==> config.mk <==
export PLATFORM = sky130hd
export DESIGN_NAME = drq_bridge
export DESIGN_NICKNAME = d
export VERILOG_FILES = /design/src/rtl/drq_pkg.sv /design/src/rtl/drq_word_fifo.sv /design/src/rtl/drq_host_regs.sv /design/src/rtl/drq_chan_engine.sv /design/src/rtl/drq_bridge.sv
export SDC_FILE = /design/constraint.sdc
export NUM_CORES = 1
export LEC_CHECK = 0
export ABC_AREA = 1
export ABC_CLOCK_PERIOD_IN_PS = 4220
export BUFFER_PORTS_ARGS = -buffer_cell sky130_fd_sc_hd__buf_2
export CAP_MARGIN = 20
export CORE_MARGIN = 5
export CORE_UTILIZATION = 50
export CTS_CLUSTER_SIZE = 40
export DETAILED_ROUTE_END_ITERATION = 10
export PLACE_DENSITY = 0.71
export SLEW_MARGIN = 20
export SYNTH_ARGS = -nofsm -noshare
export SYNTH_HDL_FRONTEND = slang
export SYNTH_SLANG_ARGS = --single-unit
==> constraint.sdc <==
create_clock -name clk -period 4.22 [get_ports clk]
set_clock_uncertainty 0.2 [all_clocks]
set_input_delay 0.844 -clock clk [delete_from_list [all_inputs] [get_ports clk]]
set_output_delay 0.844 -clock clk [all_outputs]
set_load 0.01 [all_outputs]
==> src/rtl/drq_pkg.sv <==
package drq_pkg;

    typedef enum logic [1:0] {
        HREG_CTRL = 2'd0,
        HREG_LEN  = 2'd1,
        HREG_FIFO = 2'd2,
        HREG_NONE = 2'd3
    } host_reg_e;

    typedef enum logic [1:0] {
        CREG_DST = 2'd0,
        CREG_CNT = 2'd1,
        CREG_CTL = 2'd2,
        CREG_MEN = 2'd3
    } chan_reg_e;

    localparam int CTL_RV_BIT   = 0;
    localparam int CTL_EN_BIT   = 2;
    localparam int CTL_FULL_BIT = 7;

    // channel control field: bit1 end flag, bit0 armed
    typedef struct packed {
        logic ended;
        logic armed;
    } chan_ctl_t;

    typedef enum logic {
        DR_IDLE = 1'b0,
        DR_MOVE = 1'b1
    } drain_state_e;

    function automatic logic burst_ready(input int unsigned lvl);
        return (lvl != 0) && (lvl[1:0] == 2'b00);
    endfunction

endpackage

==> src/rtl/drq_word_fifo.sv <==
module drq_word_fifo #(
    parameter int DEPTH  = 8,
    parameter int DATA_W = 16,
    localparam int LVL_W = $clog2(DEPTH + 1),
    localparam int IDX_W = $clog2(DEPTH)
) (
    input  logic              clk,
    input  logic              rst,
    input  logic              push,
    input  logic [DATA_W-1:0] push_data,
    input  logic              flush,
    input  logic [IDX_W-1:0]  rd_idx,
    output logic [LVL_W-1:0]  level,
    output logic              full,
    output logic [DATA_W-1:0] rd_data
);

    logic [DATA_W-1:0] store [DEPTH];

    for (genvar g = 0; g < DEPTH; g++) begin : g_slot
        always_ff @(posedge clk) begin
            if (push && level == LVL_W'(g)) begin
                store[g] <= push_data;
            end
        end
    end

    always_ff @(posedge clk) begin
        if (rst) begin
            level <= '0;
            full  <= 1'b0;
        end else if (flush) begin
            level <= '0;
            full  <= 1'b0;
        end else if (push) begin
            level <= level + LVL_W'(1);
            full  <= (level + LVL_W'(1)) == LVL_W'(DEPTH);
        end
    end

    assign rd_data = store[rd_idx];

endmodule

==> src/rtl/drq_host_regs.sv <==
module drq_host_regs #(
    parameter int DATA_W = 16,
    parameter int LEN_W  = 16
) (
    input  logic              clk,
    input  logic              rst,
    input  logic              ctrl_we,
    input  logic              len_we,
    input  logic [DATA_W-1:0] wdata,
    input  logic              len_dec,
    input  logic              drain_end,
    output logic              xfer_en,
    output logic              rv,
    output logic [LEN_W-1:0]  len
);
    import drq_pkg::*;

    logic [LEN_W-1:0] len_nxt;

    always_comb begin
        len_nxt = len;
        if (len_we) begin
            len_nxt = wdata[LEN_W-1:0] & ~LEN_W'(3);
        end else if (len_dec && len != '0) begin
            len_nxt = len - LEN_W'(1);
        end
    end

    always_ff @(posedge clk) begin
        if (rst) begin
            len     <= '0;
            xfer_en <= 1'b0;
            rv      <= 1'b0;
        end else begin
            len <= len_nxt;
            if (ctrl_we) begin
                xfer_en <= wdata[CTL_EN_BIT];
                rv      <= wdata[CTL_RV_BIT];
            end
            if (drain_end && len_nxt == '0) begin
                xfer_en <= 1'b0;
            end
        end
    end

endmodule

==> src/rtl/drq_chan_engine.sv <==
module drq_chan_engine #(
    parameter int ADDR_W = 32,
    parameter int CNT_W  = 24,
    parameter int LVL_W  = 4,
    parameter int IDX_W  = 3
) (
    input  logic              clk,
    input  logic              rst,
    input  logic              cfg_we,
    input  logic [1:0]        cfg_sel,
    input  logic [ADDR_W-1:0] cfg_wdata,
    input  logic [LVL_W-1:0]  level,
    input  logic              dst_ready,
    output logic              dst_valid,
    output logic [ADDR_W-1:0] dst_addr,
    output logic [IDX_W-1:0]  rd_idx,
    output logic              busy,
    output logic              word_step,
    output logic              drain_end,
    output logic [CNT_W-1:0]  count,
    output logic [1:0]        ctl,
    output logic              men
);
    import drq_pkg::*;

    drain_state_e      state;
    chan_ctl_t         ctl_q;
    logic              men_q;
    logic [CNT_W-1:0]  cnt_q;
    logic [ADDR_W-1:0] dst_q;
    logic [IDX_W-1:0]  idx_q;
    logic              gate, start, last;

    assign gate      = ctl_q.armed && !ctl_q.ended && men_q && burst_ready(32'(level));
    assign start     = (state == DR_IDLE) && gate;
    assign word_step = (state == DR_MOVE) && dst_ready;
    assign last      = word_step &&
                       (((LVL_W'(idx_q) + LVL_W'(1)) == level) || (cnt_q == CNT_W'(1)));
    assign drain_end = last || (start && cnt_q == '0);
    assign busy      = start || (state == DR_MOVE);

    always_ff @(posedge clk) begin
        if (rst) begin
            state <= DR_IDLE;
            ctl_q <= '0;
            men_q <= 1'b0;
            cnt_q <= '0;
            dst_q <= '0;
            idx_q <= '0;
        end else begin
            case (state)
                DR_IDLE: begin
                    if (start) begin
                        if (cnt_q == '0) begin
                            ctl_q.ended <= 1'b1;
                        end else begin
                            state <= DR_MOVE;
                            idx_q <= '0;
                        end
                    end else if (cfg_we) begin
                        case (cfg_sel)
                            CREG_DST: dst_q <= cfg_wdata;
                            CREG_CNT: cnt_q <= cfg_wdata[CNT_W-1:0];
                            CREG_CTL: ctl_q <= cfg_wdata[1:0];
                            default:  men_q <= cfg_wdata[0];
                        endcase
                    end
                end
                default: begin
                    if (word_step) begin
                        dst_q <= dst_q + ADDR_W'(2);
                        cnt_q <= cnt_q - CNT_W'(1);
                        idx_q <= idx_q + IDX_W'(1);
                        if (last) begin
                            state <= DR_IDLE;
                            idx_q <= '0;
                            if (cnt_q == CNT_W'(1)) begin
                                ctl_q.ended <= 1'b1;
                            end
                        end
                    end
                end
            endcase
        end
    end

    assign dst_valid = (state == DR_MOVE);
    assign dst_addr  = dst_q;
    assign rd_idx    = idx_q;
    assign count     = cnt_q;
    assign ctl       = ctl_q;
    assign men       = men_q;

endmodule

==> src/rtl/drq_bridge.sv <==
module drq_bridge #(
    parameter int DEPTH  = 8,
    parameter int DATA_W = 16,
    parameter int LEN_W  = 16,
    parameter int ADDR_W = 32,
    parameter int CNT_W  = 24
) (
    input  logic              clk,
    input  logic              rst,
    input  logic              host_we,
    input  logic [1:0]        host_addr,
    input  logic [DATA_W-1:0] host_wdata,
    output logic [DATA_W-1:0] host_rdata,
    input  logic              ch_we,
    input  logic [1:0]        ch_sel,
    input  logic [ADDR_W-1:0] ch_wdata,
    output logic [CNT_W-1:0]  ch_count,
    output logic [1:0]        ch_ctl,
    output logic              dst_valid,
    input  logic              dst_ready,
    output logic [ADDR_W-1:0] dst_addr,
    output logic [DATA_W-1:0] dst_data
);
    import drq_pkg::*;

    localparam int LVL_W = $clog2(DEPTH + 1);
    localparam int IDX_W = $clog2(DEPTH);

    logic             ctrl_we, len_we, fifo_we, push;
    logic             xfer_en, rv_q, fifo_full, busy, word_step, drain_end, chan_men;
    logic [LEN_W-1:0] len_q;
    logic [LVL_W-1:0] fifo_level;
    logic [IDX_W-1:0] rd_idx;

    assign ctrl_we = host_we && (host_addr == HREG_CTRL);
    assign len_we  = host_we && (host_addr == HREG_LEN);
    assign fifo_we = host_we && (host_addr == HREG_FIFO);
    assign push    = fifo_we && xfer_en && !fifo_full && !busy;

    drq_host_regs #(.DATA_W(DATA_W), .LEN_W(LEN_W)) u_regs (
        .clk       (clk),
        .rst       (rst),
        .ctrl_we   (ctrl_we),
        .len_we    (len_we),
        .wdata     (host_wdata),
        .len_dec   (word_step),
        .drain_end (drain_end),
        .xfer_en   (xfer_en),
        .rv        (rv_q),
        .len       (len_q)
    );

    drq_word_fifo #(.DEPTH(DEPTH), .DATA_W(DATA_W)) u_fifo (
        .clk       (clk),
        .rst       (rst),
        .push      (push),
        .push_data (host_wdata),
        .flush     (drain_end),
        .rd_idx    (rd_idx),
        .level     (fifo_level),
        .full      (fifo_full),
        .rd_data   (dst_data)
    );

    drq_chan_engine #(
        .ADDR_W(ADDR_W), .CNT_W(CNT_W), .LVL_W(LVL_W), .IDX_W(IDX_W)
    ) u_chan (
        .clk       (clk),
        .rst       (rst),
        .cfg_we    (ch_we),
        .cfg_sel   (ch_sel),
        .cfg_wdata (ch_wdata),
        .level     (fifo_level),
        .dst_ready (dst_ready),
        .dst_valid (dst_valid),
        .dst_addr  (dst_addr),
        .rd_idx    (rd_idx),
        .busy      (busy),
        .word_step (word_step),
        .drain_end (drain_end),
        .count     (ch_count),
        .ctl       (ch_ctl),
        .men       (chan_men)
    );

    always_comb begin
        host_rdata = '0;
        case (host_addr)
            HREG_CTRL: begin
                host_rdata[CTL_FULL_BIT] = fifo_full;
                host_rdata[CTL_EN_BIT]   = xfer_en;
                host_rdata[CTL_RV_BIT]   = rv_q;
            end
            HREG_LEN: host_rdata[LEN_W-1:0] = len_q;
            default:  host_rdata = '0;
        endcase
    end

endmodule

; ---- Word-level counts from Yosys, hierarchy flattened
; Memory sizes are Yosys's and may differ from the RTL's. A register that Yosys moved wholly into a read port is not among the register bits.
; Cells that the tools add are included.
[totals]
ff_bits = 86
mem_bits_rw = 128
in_bits = 57
out_inout_bits = 91
word_cells = 177
mem_count = 1
[memory_table]
columns = name, words, word_bits, read_ports, rd_ports_with_merged_regs, write_ports, line
row1 = u_fifo.store, 8, 16, 1, 1, 1, drq_word_fifo.sv:18  ; logic [DATA_W-1:0] store [DEPTH];
[op_classes]
add_sub_neg = 6
n_eq_ne = 20
n_mux = 75
bitwise_logic = 3
n_reduce_logical = 60
[op_table]
columns = operator, count
row1 = $mux 32, 5
row2 = $mux 16, 9
row3 = $mux 24, 5
row4 = $reduce_or 16->1, 7
row5 = $mux 3, 14
row6 = $mux 1, 35
row7 = $add 32x2->32 const B, 1
row8 = $eq 24x1->1 const B, 1
row9 = $logic_and 1x1->1, 24
row10 = $logic_not 24->1, 1
row11 = $sub 24x1->24 const B, 1
row12 = $eq 4x3->1 const B, 4
row13 = $logic_not 16->1, 1
row14 = $reduce_and 4->1, 4
row15 = $reduce_bool 16->1, 1
row16 = $sub 16x1->16 const B, 1
row17 = $eq 4x2->1 const B, 2
row18 = $mux 8, 1
row19 = $reduce_bool 2->1, 4
row20 = $logic_not 2->1, 3
row21 = $ne 2x1->1 const B, 3
row22 = $pmux 1 s2, 3
row23 = $reduce_and 6->1, 1
row24 = $reduce_bool 3->1, 2
row25 = other kinds (20), 31

; ---- Depth between registers and ports, before layout
; Gate-level depths: netlist of run 1.
[logic_depth]
ltp_word = 19
ltp_mapped = 16
depth_no_buf = 15

; ---- Hierarchy
; Synthesis of run 1 repeated with hierarchy kept, for this count alone.
[hier_totals]
cells_unflattened = 1464
hier_area_um2 = 11345.9
[by_module_without_submodules]
columns = module, n_inst, cells_each, area_per_inst_um2, seq_area_each_um2
row1 = drq_word_fifo, 1, 446, 5425.2, 3943.8
row2 = drq_chan_engine, 1, 735, 4336.7, 1261.2
row3 = drq_host_regs, 1, 235, 1356.3, 360.3
row4 = drq_bridge, 1, 48, 227.7, 0.0

; ---- Worst setup path after synthesis of run 1
; Ideal clock, no wire load.
[synth_timing]
kind = input port to flip-flop
startpoint = in host_addr[0]
endpoint = mem u_fifo.store[0][0] (enable)
setup_ps = 409
arrival_time_ps = 2589
required_ps = 3611
slack_ps = 1022
stages = 5
path_buffers = 0
path_cell_list = inv_2 nand3_1 nor4_4 inv_2 nor3_1
[synth_between]
elab_chain_cells = 16
word_cells_on_any_way = 50
classes_between = eq/ne: 1 / mux: 30 / reduce/logical: 19
[synth_rtl]
columns = item, line
row1 = start: declaration, drq_bridge.sv:11  ; input logic [1:0] host_addr,
row2 = $eq 2x2->1 (*), drq_bridge.sv:37  ; assign fifo_we = host_we && (host_addr == HREG_FIFO);
row3 = $logic_and 1x1->1 (*), drq_bridge.sv:37
row4 = $logic_and 1x1->1 (*) (3 in a row), drq_bridge.sv:38  ; assign push = fifo_we && xfer_en && !fifo_full && !busy;
row5 = $logic_and 1x1->1, drq_word_fifo.sv:22  ; if (push && level == LVL_W'(g)) begin
row6 = $mux 1, drq_word_fifo.sv:22
row7 = $mux 1 (implied by the code), drq_word_fifo.sv:23  ; store[g] <= push_data;
row8 = $reduce_or 16->1 (no source line), -
row9 = $mux 3 (no source line) / $mux 1 (equally long branches) (7 in a row), -
row10 = end: declaration, drq_word_fifo.sv:18
; Every way passes the cells marked *; elsewhere a longest branch is shown, timed or not.

==> flow_summary.toml, run 1 <==
[synth]
synthFlopType = "edfxtp_1"
synth_most_common_cell = "nor2_1"
synth_area_leaders = "edfxtp_1 35%, dfxtp_1 16%, nor2_1 8.0%"
synth_edf_count = 128
yosysTopAreaCellShare_pct = 35.3
synthDistinctLibCells = 46
synthTopCellsByCount = "233 x nor2_1, 210 x nand2_1, 128 x edfxtp_1"
ys_ff_latch = 217
yosysWarnings = 0
async_flop_share_pct = 0
syn-instance-count = 1315
synth_area_um2 = 10900
syn_area_per_cell_um2 = 8.28
synth.largest_area_cell = "edfxtp_1"
ys_seq_area_share_pct = 51.6
syn_nets = 1382

[global_routing]
grt_pass1_wl_um = 47300
grt_max_degree = 65
grt_pass1_vias = 9281
gr-total-overflow = 0
antenna_found_initial = 0
grt_use_total_pct = 23.7

[finish]
syn2layout_area_growth_pct = 16.9
fin_nets = 1519
fillers = 1957
n_antenna_cell = 0
drive_above_1_share_pct = 19.3
design_area_um2 = 12700

[clock_network]
root_buffer = "clkbuf_16"
h-tree-depth = 1
cts_tree = "yes"
cts_buffers = 23
postCtsSetupBuffers = 0
clock_sinks = 217
clkLatencyLatePin_ps = 500
hold_buffers = 0
clkSlewWorstSetupHoldPaths_ps = 60
cts_resized = 0
clock_path_buffers = 3

[placement]
place_congestion = 0.948
port_buffers = 147
post_dp_cell_area_um2 = 11900
place_ws_ps = 1190
dp_hpwl_um = 20400

[sta]
fmax_mhz = 301
relSlewSlack_pct = 40.7
setup_violations = 0
worst_pin_slew_ps = 888
holdWs_ps = 272
setup_tns_ps = 0
rsz0062_at_grt = "false"
min_period_ps = 3320
finalCritPeriodShare_pct = 78.6
fin_ws_ps = 903
report.final.hold_viol_count = 0
final_max_slew_viol_count = 0

[power_and_ir_drop]
vdd_drop_max_mv = 0.269
cellLeakagePower_uw = 0.00520
powerDensity_nw_per_um2 = 385
finalPower_uw = 4900

[floorplan]
die_area_um2 = 24800
core_um2 = 21600
die_h_um = 158
start_util_pct = 50.4
rows = 54
die_w_um = 158
io_pins = 148

[setup_path]
cp_max_fo = 17
cp_cell_sequence = "inv_1 -> buf_4 -> o21ai_0 -> o22ai_1 -> nor2_1 -> a31oi_1 -> buf_2"
cp_slowest_cell = "inv_1"
arrival_ps = 2270
worst_setup_path_start_kind = "flop"
crit_type = "reg -> out"
critPathRequiredTime_ps = 3180
slowest_delay_ps = 430
cp-end-kind = "output pin"

[routing]
post-route-drc-count = 0
drtAntennaViolNets = 0
wl_per_cell_um = 17.0
viasPerCell = 5.54
drt-total-wl_um = 29600
first_iter_violations = 661
vias = 9691
dr.pass1.iters = 5

[min_path]
hp-class = "reg -> reg"

[outcome]
outcome = "complete, no violations"

[job]
maxCapViolCount = 0
## layout make-up
type                    instances  area [um2]  area share, %
repair buffers                167         893           7.01
clock inverters                13         188           1.47
flip-flops and latches        217        5630           44.2
clock buffers                  28         624           4.90
well taps                     280         350           2.75
multi-input cells             927        4620           36.3
inverters                     116         435           3.42
## worst paths after layout
check | depth (start not counted) | from | slack [ps] | end
max reg2reg | 10 | u_fifo.level[0] | 1340 | u_fifo.store[0][13]
min | 2 | u_chan.ctl[0] | 270 | u_chan.ctl[0]
max | 7 | flop | 900 | dst_data[9]
min reg2reg | 2 | u_chan.ctl[0] | 270 | u_chan.ctl[0]
## power by group
group          total (uW)  switching [uW]  internal (uW)  leakage [uW]
registers            2330            53.6           2270       0.00188
clock network        2150             841           1310      0.000399
logic                 421             273            148       0.00292
## state kept, by name, indices dropped and copies added, names as in the netlist, named ones only
| name | cells |
|---|---|
| u_fifo.level | 4 |
| u_regs.xfer_en | 1 |
| u_regs.rv | 1 |
| u_chan.dst_addr | 32 |
| u_chan.rd_idx | 3 |
| u_chan.men | 1 |
| u_chan.dst_valid | 1 |
| u_fifo.full | 1 |
| u_fifo.store | 128 |
| u_regs.len | 16 |
| u_chan.count | 24 |
| u_chan.ctl | 2 |
## logic make-up after synthesis
logic type                 Yosys count  share of synthesized area [%]
buffers and inverters              171                           6.26
DFF                                217                           51.6
muxes                                1                         0.0919
xor gates and xnor gates            20                           1.61
adders and majority gates           10                           1.15
and+or+nand+nor                    618                           25.1
AOI/OAI and AO/OA                  278                           14.2
## cells in the final DEF (no fill, tap or decap), types with 18 or more instances in the layout
cell	synthesis	final
a21oi_1	54	54
a31oi_1	38	38
buf_2	8	147
buf_4	4	19
clkbuf_16	0	23
dfxtp_1	89	87
edfxtp_1	128	128
inv_1	99	99
nand2_1	210	210
nand3_1	76	76
nor2_1	233	233
o21ai_0	126	126
o22ai_1	18	18
## through the flow
stage,instances,util (%)
after global placement,1706,55.1
after global routing,1748,58.9
final,1748,58.9
after floorplan,1315,-
after CTS,1747,58.8
after detailed placement,1706,55.1
## critical path, delay by kind of cell (launching register included)
kind                   cells  cell delay (ps)
AOI/OAI and AO/OA          3              450
buffers and inverters      3              930
DFF                        1              310
and+or+nand+nor            1               70
## layer usage
layer  vias to the layer above  track usage (%)  part of all wire (%)
met1                      4565             30.7                    42
met4                         0             6.84                   2.6
li1                       4751                -                     -
met2                       320             41.4                    49
met3                        55             3.39                   6.1
met5                         -                0                     0
(Power assumes the default switching activity.)
==> run 2: changes to the inputs <==
--- a/config.mk
+++ b/config.mk
@@ -6,14 +6,14 @@
 export NUM_CORES = 1
 export LEC_CHECK = 0
 export ABC_AREA = 1
-export ABC_CLOCK_PERIOD_IN_PS = 4220
+export ABC_CLOCK_PERIOD_IN_PS = 2900
 export BUFFER_PORTS_ARGS = -buffer_cell sky130_fd_sc_hd__buf_2
 export CAP_MARGIN = 20
 export CORE_MARGIN = 5
 export CORE_UTILIZATION = 50
 export CTS_CLUSTER_SIZE = 40
 export DETAILED_ROUTE_END_ITERATION = 10
-export PLACE_DENSITY = 0.71
+export PLACE_DENSITY = 0.74
 export SLEW_MARGIN = 20
 export SYNTH_ARGS = -nofsm -noshare
 export SYNTH_HDL_FRONTEND = slang
==> constraint.sdc (replaced) <==
create_clock -name clk -period 2.9 [get_ports clk]
set_clock_uncertainty 0.2 [all_clocks]
set_input_delay 0.58 -clock clk [delete_from_list [all_inputs] [get_ports clk]]
set_output_delay 0.58 -clock clk [all_outputs]
set_load 0.01 [all_outputs]
==> flow_summary.toml, run 2 (synthesis results as in run 1) <==
[outcome]
outcome = "complete, no violations"

[power_and_ir_drop]
power_frac_comb_pct = 8.8
cellLeakagePower_uw = 0.00527
swShare_pct = 24.1
switchingPower_uw = 1720
clockPowerShare_pct = 43.6
finalPower_uw = 7120
p_int_uw = 5400
pwr-share-seq_pct = 47.6
vdd_drop_max_mv = 0.458
powerDensity_nw_per_um2 = 552

[clock_network]
clock_sinks = 217
clock_path_buffers = 3
root_buffer = "clkbuf_16"
cts_buffers = 24
h-tree-depth = 1
cts_tree = "yes"
clkLatencyLatePin_ps = 520
clkSlewWorstSetupHoldPaths_ps = 60

[finish]
largest_register = "u_fifo.store"
syn2layout_area_growth_pct = 18.3
n_antenna_cell = 0
finalNonFillerCells = 1759
largest_reg_flops = 128
layout.cells.most_common = "nor2_1"
drive_above_1_share_pct = 19.8
layout_common_cells = "233 x nor2_1, 210 x nand2_1, 147 x buf_2"
fin_nets = 1529

[placement]
place_congestion = 0.932
port_buffers = 147
dp_hpwl_um = 20800
dpl.cell_count = 1713

[sta]
rsz0062_at_grt = "false"
fmax_mhz = 355
setup_violations = 0
relSlewSlack_pct = 59.3
report.final.hold_viol_count = 0
holdWs_ps = 161
min_period_ps = 2810
setup_tns_ps = 0
final_max_slew_viol_count = 0
finalCritPeriodShare_pct = 97.0
worst_pin_slew_ps = 610

[job]
maxCapViolCount = 0

[setup_path]
arrival_ps = 2030
crit_type = "reg -> out"
worst_setup_path_start_kind = "flop"
critPathRequiredTime_ps = 2120
cp-end-kind = "output pin"
cp_max_fo = 32
r2r_slack_ps = 310

[min_path]
hp-class = "in -> reg"

[floorplan]
die_area_um2 = 24800
io_pins = 148
die_w_um = 158
rows = 54
core_um2 = 21600
start_util_pct = 50.4
die_h_um = 158

[routing]
wl_per_cell_um = 17.1
viasPerCell = 5.55
drtAntennaViolNets = 0
vias = 9771
drt-total-wl_um = 30100
dr.pass1.iters = 7
post-route-drc-count = 0
first_iter_violations = 789

[global_routing]
grt_pass1_vias = 9531
grt_max_degree = 52
grt_pass1_wl_um = 47800
gr-total-overflow = 0
antenna_found_initial = 0
grt_use_total_pct = 23.8
run 2: changes by cell type in the layout (fill, tap and decap cells not counted), sizes merged:
cell and change:
bufbuf +1, clkinv +4, inv -4, clkinvlp +4, buf +6
run 2: worst max-delay path, cell delays in order, from the launching register on:
cell and delay [ps]:
dfxtp_4 370, buf_12 160, inv_4 100, bufbuf_16 330
o21ai_0 120, a31oi_1 250, buf_2 180
run 2: through the flow:
step / worst slack (ps) / area (um2) / utilization, %
after global placement: 431 / 12000 / 55.4
after detailed placement: 312 / 12000 / 55.4
after global routing: 2.82 / 12900 / 59.6
final: 86.7 / 12900 / 59.6
after floorplan: -205 / 10900 / -
after CTS: 19.8 / 12800 / 59.3
run 2: worst paths after layout:
path                         from             endpoint  cells past startpoint
setup reg to reg  u_fifo.level[0]   u_fifo.store[1][3]                     10
hold / removal       ch_wdata[31]  u_chan.dst_addr[31]                      3
hold reg to reg     u_chan.ctl[0]        u_chan.ctl[0]                      2
setup / recovery             flop          dst_data[5]                      6
run 2: what timing repair did:
item	4_1_cts	5_1_grt
gates resized for setup	3	5
endpoints found under the hold margin	0	0
hold buffers	0	0
gates cloned	1	2
pin swaps	0	0
endpoints found under the setup margin	4	11
buffers inserted	0	0
run 2: layout make-up:
type	count	area (um2)
repair buffers	176	1040
multi-input cells	927	4620
fillers	1919	8740
flip-flops and latches	217	5630
clock inverters	17	199
clock buffers	26	608
inverters	116	438
well taps	280	350
run 2: power groups by stage:
| stage | combinational (uW) | sequential, uW | clock (uW) |
|---|---|---|---|
| 2_1_floorplan | 388 | 3450 | 0 |
| 3_3_place_gp | 610 | 3450 | 0 |
| 3_5_place_dp | 620 | 3450 | 0 |
| 4_1_cts | 623 | 3380 | 3140 |
| 5_1_grt | 700 | 3390 | 3280 |
| 6_report | 627 | 3390 | 3100 |
run 2: layer usage:
metal	up-vias	GRT usage [%]	routed length, um
li1	4768	-	-
met1	4519	30.4	12100
met2	410	40.4	14700
met3	74	3.99	2300
met4	0	9.34	952
met5	-	0	0
==> run 3: changes to the inputs <==
--- a/config.mk
+++ b/config.mk
@@ -13,8 +13,9 @@
 export CORE_UTILIZATION = 50
 export CTS_CLUSTER_SIZE = 40
 export DETAILED_ROUTE_END_ITERATION = 10
-export PLACE_DENSITY = 0.74
+export PLACE_DENSITY = 0.73
 export SLEW_MARGIN = 20
 export SYNTH_ARGS = -nofsm -noshare
 export SYNTH_HDL_FRONTEND = slang
+export SYNTH_HIERARCHICAL = 1
 export SYNTH_SLANG_ARGS = --single-unit
==> flow_summary.toml, run 3 <==
[sta]
fin_ws_ps = 148
min_period_ps = 2750
setup_tns_ps = 0
report.final.hold_viol_count = 0
final_max_slew_viol_count = 0
finalCritPeriodShare_pct = 94.9
rsz0062_at_grt = "false"
worst_pin_slew_ps = 590
setup_violations = 0
fmax_mhz = 363
relSlewSlack_pct = 60.6

[synth]
ys_seq_area_share_pct = 49.1
syn_nets = 1533
async_flop_share_pct = 0
yosysWarnings = 6
synthFlopType = "edfxtp_1"
synth_most_common_cell = "nand2_1"
synth.largest_area_cell = "edfxtp_1"
synth_area_um2 = 11300
synthDistinctLibCells = 40
synth_edf_count = 128
syn_area_per_cell_um2 = 7.75
synth_area_leaders = "edfxtp_1 34%, dfxtp_1 15%, nand2_1 11%"
yosysTopAreaCellShare_pct = 33.9
synthTopCellsByCount = "334 x nand2_1, 262 x nor2_1, 128 x edfxtp_1"
ys_ff_latch = 214
syn-instance-count = 1464

[placement]
port_buffers = 147
dp_hpwl_um = 21700
place_congestion = 0.930
place_ws_ps = 324

[global_routing]
gr-total-overflow = 0
grt_pass1_wl_um = 49700
grt_use_total_pct = 23.3
grt_max_degree = 68
grt_pass1_vias = 9732
antenna_found_initial = 0

[clock_network]
clock_path_buffers = 3
clock_sinks = 214
clkSlewWorstSetupHoldPaths_ps = 60
cts_buffers = 24
root_buffer = "clkbuf_16"
h-tree-depth = 1
cts_tree = "yes"
clkLatencyLatePin_ps = 520

[floorplan]
io_pins = 148
rows = 55
die_area_um2 = 25800
start_util_pct = 50.4
core_um2 = 22500
die_w_um = 161
die_h_um = 161

[job]
maxCapViolCount = 0

[setup_path]
critPathRequiredTime_ps = 2120
reg2reg_depth = 8
r2r_slack_ps = 270
crit_type = "reg -> out"
cp_max_fo = 20
r2r-end = "u_fifo/store[0][9]"
cp-end-kind = "output pin"
worst_setup_path_start_kind = "flop"
arrival_ps = 1970
reg2reg_from = "u_fifo/level[1]"
worstSetupStartpoint = "u_chan/rd_idx[0]"

[routing]
vias = 10300
viasPerCell = 5.42
drt-total-wl_um = 31200
first_iter_violations = 813
drtAntennaViolNets = 0
wl_per_cell_um = 16.4
post-route-drc-count = 0
dr.pass1.iters = 6

[finish]
largest_register = "u_fifo/store"
layout.cells.most_common = "nand2_1"
n_antenna_cell = 0
drive_above_1_share_pct = 17.1
layout_common_cells = "334 x nand2_1, 262 x nor2_1, 147 x buf_2"
syn2layout_area_growth_pct = 15.5
fin_nets = 1672
largest_reg_flops = 128

[min_path]
hold_depth = 3
hold_end = "u_chan/dst_addr[5]"
min-delay-start = "ch_wdata[5]"
hp-class = "in -> reg"

[outcome]
outcome = "complete, no violations"

[power_and_ir_drop]
vdd_drop_max_mv = 0.406
cellLeakagePower_uw = 0.00544
powerDensity_nw_per_um2 = 531
-- run 3: cell types whose count changed after synthesis, moves of 14 or more --
cell | before | now
nor2_1 | 233 | 262
clkbuf_1 | 36 | 15
nand3_1 | 76 | 93
buf_2 | 8 | 22
o21ai_1 | 16 | 68
o22ai_1 | 18 | 1
o21ai_0 | 126 | 106
a21oi_1 | 54 | 85
a31oi_1 | 38 | 9
nand2_1 | 210 | 334
-- run 3: cells by family (layout without fill, tap and decap cells) --
kind of cell               after synthesis  count (layout)  share of synthesized area [%]
AOI/OAI and AO/OA                      271             271                           12.1
xor gates and xnor gates                21              21                           1.62
adders and majority gates               12              12                           1.32
buffers and inverters                  176             333                           7.29
DFF                                    214             214                           49.1
and+or+nand+nor                        770             770                           28.6
-- run 3: final cells by class --
cell class | count | area, um2
flip-flops and latches | 214 | 5570
multi-input cells | 1074 | 4980
repair buffers | 172 | 978
inverters | 117 | 439
fillers | 2061 | 9400
clock inverters | 15 | 135
well taps | 285 | 357
clock buffers | 29 | 639
-- run 3: through the flow --
stage	area, um2	hold slack [ps]	power, uW	std cells	util, %
global placement	12300	238	4040	1861	54.7
finish	13100	160	6950	1906	58.2
CTS	13100	140	7000	1905	58.1
detailed placement	12300	246	4050	1861	54.7
floorplan	11300	224	3810	1464	-
global route	13100	155	7210	1906	58.2
-- run 3: worst max path at each step --
stage and endpoint:
2_1_floorplan u_fifo/store[0][0], 3_3_place_gp u_fifo/store[1][11], 3_5_place_dp u_fifo/store[0][7], 4_1_cts dst_data[2], 5_1_grt dst_data[14], 6_report dst_data[13]
-- run 3: timing repair --
item	in CTS	in global routing
hold buffers	0	0
setup endpoints to repair	0	3
resized for setup	0	1
setup buffers	0	0
-- run 3: where the power goes --
| group | internal, uW | switching [uW] |
|---|---|---|
| sequential | 3270 | 75.5 |
| clock | 1750 | 1210 |
| combinational | 228 | 426 |
-- run 3: critical path, stage by stage (launching register included) --
cell	delay (ps)
dfxtp_4	420
inv_2	130
buf_4	230
o21ai_0	270
o21ai_1	120
nand2_1	100
nand2_1	50
buf_2	130
-- run 3: per-layer routing --
layer,track usage [%],wire length (um),vias up
met2,39.0,14700,407
met3,3.18,2250,69
li1,-,-,5110
met1,31.0,13100,4736
met4,8.64,1170,0
met5,0,0,-
